$ cat src/rtl/dma_burst_engine.sv
module dma_burst_engine #(
  parameter int LVL_W     = 6,
  parameter int LEN_W     = 16,
  parameter int TMR_W     = 8,
  parameter int DEVSEL_TO = 4
) (
  input  logic             clk,
  input  logic             rst_n,
  input  logic             start,
  input  logic             dir,
  input  logic [31:0]      buf_addr,
  input  logic [LEN_W-1:0] buf_len,
  input  logic [TMR_W-1:0] lat_timer_val,
  input  logic [LVL_W-1:0] rx_low_wm,
  input  logic [LVL_W-1:0] tx_high_wm,
  input  logic [LVL_W-1:0] rxf_level,
  input  logic [31:0]      rxf_data,
  output logic             rxf_pop,
  input  logic [LVL_W-1:0] txf_level,
  output logic             txf_push,
  output logic [31:0]      txf_wdata,
  output logic             req_n,
  input  logic             gnt_n,
  output logic             frame_n,
  output logic             irdy_n,
  input  logic             trdy_n,
  input  logic             devsel_n,
  output logic [31:0]      ad_out,
  output logic             ad_oe,
  input  logic [31:0]      ad_in,
  output logic [3:0]       cbe_n,
  output logic             done,
  output logic             aborted,
  output logic [LEN_W-1:0] moved_bytes
);

  localparam int DC_W = $clog2(DEVSEL_TO + 1);
  localparam int NW   = LEN_W + 1;

  typedef enum logic [2:0] {S_IDLE, S_WAIT, S_ADDR, S_DATA, S_TURN} st_t;

  st_t              st;
  logic             dir_q, final_q, claimed_q, abort_q;
  logic [31:0]      addr_q;
  logic [LEN_W-1:0] rem_q, moved_q;
  logic [TMR_W-1:0] tmr_q;
  logic [DC_W-1:0]  dcnt_q;

  logic [1:0]    off;
  logic [2:0]    room, n_this;
  logic [NW-1:0] need_dw;
  logic          flush, buf_last, wm_last, pre_last, last_now;
  logic          go_ok, dv_ok, dv_to, xfer, in_data, streaming;
  logic [3:0]    be_n;

  assign off      = addr_q[1:0];
  assign room     = 3'd4 - {1'b0, off};
  assign n_this   = (rem_q < LEN_W'(room)) ? rem_q[2:0] : room;
  assign need_dw  = ({1'b0, rem_q} + NW'(off) + NW'(3)) >> 2;
  assign flush    = NW'(rxf_level) >= need_dw;
  assign buf_last = rem_q <= LEN_W'(room);
  assign wm_last  = dir_q ? ({1'b0, txf_level} + 1'b1 >= {1'b0, tx_high_wm})
                          : (!flush && ({1'b0, rxf_level} <= {1'b0, rx_low_wm} + 1'b1));
  assign pre_last = gnt_n && (tmr_q == '0);
  assign last_now = final_q || buf_last || wm_last || pre_last;

  assign go_ok = (rem_q != '0) &&
                 (dir_q ? (txf_level < tx_high_wm)
                        : ((rxf_level > rx_low_wm) || ((rxf_level != '0) && flush)));

  assign in_data   = (st == S_DATA);
  assign dv_ok     = claimed_q || !devsel_n;
  assign dv_to     = in_data && !dv_ok && (dcnt_q == DC_W'(DEVSEL_TO - 1));
  assign xfer      = in_data && !trdy_n && dv_ok;
  assign streaming = in_data && !last_now && !dv_to;

  always_comb begin
    for (int i = 0; i < 4; i++) begin
      be_n[i] = !((3'(i) >= {1'b0, off}) && (3'(i) < {1'b0, off} + n_this));
    end
  end

  assign req_n     = !((st == S_WAIT && go_ok) || st == S_ADDR || streaming);
  assign frame_n   = !(st == S_ADDR || streaming);
  assign irdy_n    = !in_data;
  assign ad_oe     = (st == S_ADDR) || (in_data && !dir_q);
  assign ad_out    = (st == S_ADDR) ? {addr_q[31:2], 2'b00} : rxf_data;
  assign cbe_n     = (st == S_ADDR) ? (dir_q ? 4'b0110 : 4'b0111) : (in_data ? be_n : 4'b1111);
  assign rxf_pop   = xfer && !dir_q;
  assign txf_push  = xfer && dir_q;
  assign txf_wdata = ad_in;
  assign done      = (st == S_TURN) && ((rem_q == '0) || abort_q);
  assign aborted   = (st == S_TURN) && abort_q;
  assign moved_bytes = moved_q;

  always_ff @(posedge clk or negedge rst_n) begin
    if (!rst_n) begin
      st        <= S_IDLE;
      dir_q     <= 1'b0;
      final_q   <= 1'b0;
      claimed_q <= 1'b0;
      abort_q   <= 1'b0;
      addr_q    <= '0;
      rem_q     <= '0;
      moved_q   <= '0;
      tmr_q     <= '0;
      dcnt_q    <= '0;
    end else begin
      case (st)
        S_IDLE: if (start) begin
          dir_q   <= dir;
          addr_q  <= buf_addr;
          rem_q   <= buf_len;
          moved_q <= '0;
          abort_q <= 1'b0;
          st      <= S_WAIT;
        end
        S_WAIT: begin
          if (rem_q == '0)        st <= S_TURN;
          else if (go_ok && !gnt_n) st <= S_ADDR;
        end
        S_ADDR: begin
          tmr_q     <= lat_timer_val;
          final_q   <= 1'b0;
          claimed_q <= 1'b0;
          dcnt_q    <= '0;
          abort_q   <= 1'b0;
          st        <= S_DATA;
        end
        S_DATA: begin
          if (tmr_q != '0) tmr_q <= tmr_q - 1'b1;
          if (!devsel_n) claimed_q <= 1'b1;
          else if (!claimed_q) dcnt_q <= dcnt_q + 1'b1;
          final_q <= last_now;
          if (dv_to) begin
            abort_q <= 1'b1;
            st      <= S_TURN;
          end else if (xfer) begin
            addr_q  <= {addr_q[31:2] + 30'd1, 2'b00};
            rem_q   <= rem_q - LEN_W'(n_this);
            moved_q <= moved_q + LEN_W'(n_this);
            if (last_now) st <= S_TURN;
          end
        end
        S_TURN: st <= (abort_q || rem_q == '0) ? S_IDLE : S_WAIT;
        default: st <= S_IDLE;
      endcase
    end
  end

  AST_ADDR_THEN_DATA: assert property (@(posedge clk) disable iff (!rst_n)
    (!frame_n && irdy_n) |=> !irdy_n);
  AST_BE_NOT_EMPTY: assert property (@(posedge clk) disable iff (!rst_n)
    !irdy_n |-> (cbe_n != 4'b1111));
  AST_NO_EMPTY_POP: assert property (@(posedge clk) disable iff (!rst_n)
    rxf_pop |-> (rxf_level != '0));
  AST_FINAL_RELEASE: assert property (@(posedge clk) disable iff (!rst_n)
    (!irdy_n && !trdy_n && dv_ok && frame_n) |=> irdy_n);
  AST_FRAME_STAYS_OFF: assert property (@(posedge clk) disable iff (!rst_n)
    (!irdy_n && frame_n) |=> frame_n);
  AST_DONE_PULSE: assert property (@(posedge clk) disable iff (!rst_n)
    done |=> !done);
  AST_ABORT_IDLE_BUS: assert property (@(posedge clk) disable iff (!rst_n)
    aborted |-> (req_n && frame_n && irdy_n && done));

endmodule

$ cat config.mk
export PLATFORM = sky130hd
export DESIGN_NAME = dma_burst_engine
export DESIGN_NICKNAME = d
export VERILOG_FILES = /design/src/rtl/dma_burst_engine.sv
export SDC_FILE = /design/constraint.sdc
export NUM_CORES = 1
export LEC_CHECK = 0
export BUFFER_PORTS_ARGS = -buffer_cell sky130_fd_sc_hd__buf_2
export CORE_UTILIZATION = 47
export CTS_CLUSTER_SIZE = 16
export DETAILED_ROUTE_END_ITERATION = 8
export PLACE_DENSITY = 0.87
export SYNTH_ARGS = -nofsm -noshare
export SYNTH_HDL_FRONTEND = slang
export SYNTH_SLANG_ARGS = --single-unit
$ cat constraint.sdc
create_clock -name clk -period 3.9 [get_ports clk]
set_input_delay 0.585 -clock clk [delete_from_list [all_inputs] [get_ports clk]]
set_output_delay 0.585 -clock clk [all_outputs]
set_load 0.005 [all_outputs]
==> metrics.md <==
| Metric | Value |
|---|---|
| Post-DP HPWL | `14.17 mm` |
| Worst r2r path cells | `18` |
| Drt first pass iters | `5` |
| WL/cell | `17.14 µm` |
| Area Growth Syn to Fin | `21.71%` |
| Number of DRC markers in iteration 0 | `458` |
| Drt total wl | `20.04 mm` |
| Synth area leaders | `dfrtp_1, ha_1, mux2_2` |
| Worst setup path end | `cbe_n[0]` |
| RR Startpoint | `addr_q[1]$_DFFE_PN0P_` |
| MaxCap Viol Count | `0` |
| Clk_lat worst skew | `0.35 ns` |
| Post-synth EDFFs | `0` |
| # nets final | `1,191` |
| Sequential element share of the synthesized area | `29.76%` |
| Core area | `14,100 µm²` |
| Seq cells post-synth | `82` |
| Via density per instance | `5.979` |
| Buf+Inv Stages, Crit Path | `3` |
| Post-Syn Area per Cell | `8.276 µm²` |
| I/O pin count | `243` |
| TritonCTS clock tree | `yes` |
| Initial antenna violation count | `1` |
| Crit. path cell count | `13` |
| Endpoints failing hold | `0` |
| Clock buffer depth | `2` |
| Worst clock skew | `0.007541 ns` |
| Final design utilization | `59.52%` |
| Ys Warns | `0` |
| CP Max Fanout | `3` |
| Mapped Nets | `1,040` |
| Nature of the critical path startpoint | `register` |
| Die Height | `123.1 µm` |
| CP top delay family | `adder cells` |
| Tcrit/Tclk final | `103.3%` |
| TritonCTS Buffers | `9` |
| Most used cell, CP | `o21ai_2` |
| Clock sinks | `82` |
| Slew @ Worst Pin | `0.9206 ns` |
| Delay of the slowest critical-path stage | `0.46 ns` |
| DIE AREA | `15,160 µm²` |
| R2r setup slk | `0.02 ns` |
| Antenna viol nets, final | `0` |
| Layout cells sized above 1 | `31.34%` |
| Max-slew headroom | `38.63%` |
| Crit path max-delay cell type | `fa_2` |
| Vias in the first global route | `6,722` |
| N_diodes | `0` |
| Die Span X | `123.1 µm` |
| PD cells | `737.4 nW/µm²` |
| Fraction of registers with async set/reset | `100.0%` |
| Clk slew on worst S/H paths | `0.06 ns` |
| Pleak | `0.003912 µW` |
| FMAX | `248.2 MHz` |
| Slew Viols, Final | `0` |
| Post-route DRC | `0` |
| Cell variety after synth | `74` |
| RSZ-0062 raised after global routing | `true` |
| Violated checks | `setup timing` |
| Largest net degree at the start of global routing | `68` |
| Rows | `43` |
| Total power | `6187 µW` |
| Worst EP arrival | `3.44 ns` |
| Setup crit start | `addr_q[1]$_DFFE_PN0P_` |
| Req. time, crit path | `3.31 ns` |
| CP Cell Sequence | `inv_2 > ha_4 > inv_1 > ha_1 > nor2b_1 > o21ai_2 > nand4_4 > o21ai_2 > ha_2 > fa_2 > or3b_1 > a41oi_2 > buf_2` |
| Global-route wire length before repair | `31.93 mm` |
| Mapped Cells | `833` |
| Hold Path Class | `input port to async pin` |
| Vias post-DR | `6,989` |
| Count leader, synth | `dfrtp_1` |
| Post-synth top flop | `dfrtp_1` |
| Hold_ws | `0.3511 ns` |
| VDD IR-drop max | `0.2959 mV` |
| Status | `finished, violations left` |
| H-tree Lvls | `3` |
| Crit end category | `output port` |
| All-Layer GR Usage | `26.99%` |
| Cell taking the most area after synthesis | `dfrtp_1` |
| GRT overflow | `0` |
| Post-synth top area share | `29.76%` |
| Worst flop-to-flop path endpoint | `rem_q[14]$_DFFE_PN0P_` |
| Initial Util | `48.91%` |
| Post-place setup slack | `-0.01884 ns` |
| Final Setup Violations | `3` |
| Root Buffer | `clkbuf_16` |
| Min Tclk post-route | `4.030 ns` |
| Port bufs | `178` |
| Crit path kind | `register to output port` |
| Final worst slack | `-0.1298 ns` |
| Cell Area, Synth | `6894 µm²` |
| Placed Area | `7824 µm²` |
| Post-synth top cells | `dfrtp_1, nand2_1, nor2_1, a21oi_1, o21ai_0` |
| Placer Congestion | `0.8864` |
| Final instance area | `8391 µm²` |
metrics by stage:
stage	cells	setup TNS (ns)
after CTS	1165	-0.1444
after global routing	1169	-1.250
final	1169	-0.2221
after global placement	1143	0
after detailed placement	1143	-0.01884
after floorplan	833	0
state kept, by name, summed over array words and instances (netlist names):
register,flops
final_q,1
st,3
rem_q,16
dcnt_q,3
moved_bytes,16
addr_q,32
tmr_q,8
abort_q,1
dir_q,1
claimed_q,1
repair_timing:
action,in CTS,in global routing
buffers inserted,6,4
endpoints found under the hold margin,0,0
pin swaps,12,8
resized for setup,28,16
cloned,0,0
setup endpoints to repair,7,12
hold buffers,0,0
cell families (layout without fill, tap and decap cells):
kind of cell	after synthesis	count (layout)	synth area share [%]
AND/OR/NAND/NOR	296	296	21.89
AO/OA/AOI/OAI	222	222	20.60
buffers and inverters	119	275	8.385
flip-flops	82	82	29.76
adder cells (fa/ha/maj)	56	56	10.60
multiplexers	31	31	5.227
XOR/XNOR	27	27	3.539
metal layers:
| metal | track usage (%) | share of wire [%] |
|---|---|---|
| met1 | 33.19 | 41 |
| met2 | 46.77 | 49 |
| met3 | 5.443 | 7.9 |
| met4 | 9.639 | 1.8 |
| met5 | 0 | 0 |
layout make-up:
class	count	area, µm²
inverter	43	163.9
clock inverter	5	53.80
sequential	82	2052
fill	1224	5705
tap	180	225.2
clock buffer	11	242.7
multi-input combinational	632	4467
timing repair buffer	216	1186
report_power, final:
part | switching [µW] | internal (µW) | total [µW]
Combinational | 2000 | 1620 | 3620
Clock | 361 | 512 | 873
Sequential | 499 | 1200 | 1690
Total | 2860 | 3330 | 6190
cell usage in the layout, fill, tap and decap left out, drive strengths merged, types with 5 or more instances in the layout:
| master | count |
|---|---|
| nand3 | 30 |
| nor2b | 15 |
| a21o | 7 |
| o21ai | 64 |
| and3 | 10 |
| nand2 | 76 |
| clkbuf | 11 |
| xnor2 | 14 |
| nand4 | 14 |
| and2 | 6 |
| o31ai | 6 |
| mux2 | 30 |
| a221o | 5 |
| inv | 43 |
| nor4 | 13 |
| nor3 | 21 |
| a32oi | 6 |
| buf | 216 |
| o22ai | 15 |
| or3 | 10 |
| a31oi | 12 |
| nor2 | 75 |
| xor2 | 13 |
| ha | 52 |
| nand2b | 9 |
| a21oi | 55 |
| o311ai | 6 |
| dfrtp | 82 |
how the worst min path moves through the flow:
stage                                  end  slack [ns]                 from  cells after the start
CTS                 addr_q[18]$_DFFE_PN0P_        0.40                rst_n                      1
floorplan              abort_q$_DFFE_PN0P_        0.29                rst_n                      0
global placement       final_q$_DFFE_PN0P_        0.46  final_q$_DFFE_PN0P_                      2
detailed placement     final_q$_DFFE_PN0P_        0.49  final_q$_DFFE_PN0P_                      2
finish              addr_q[18]$_DFFE_PN0P_        0.35                rst_n                      1
global route        addr_q[18]$_DFFE_PN0P_        0.43                rst_n                      1
No activity file was read; power rests on OpenSTA's default activity.
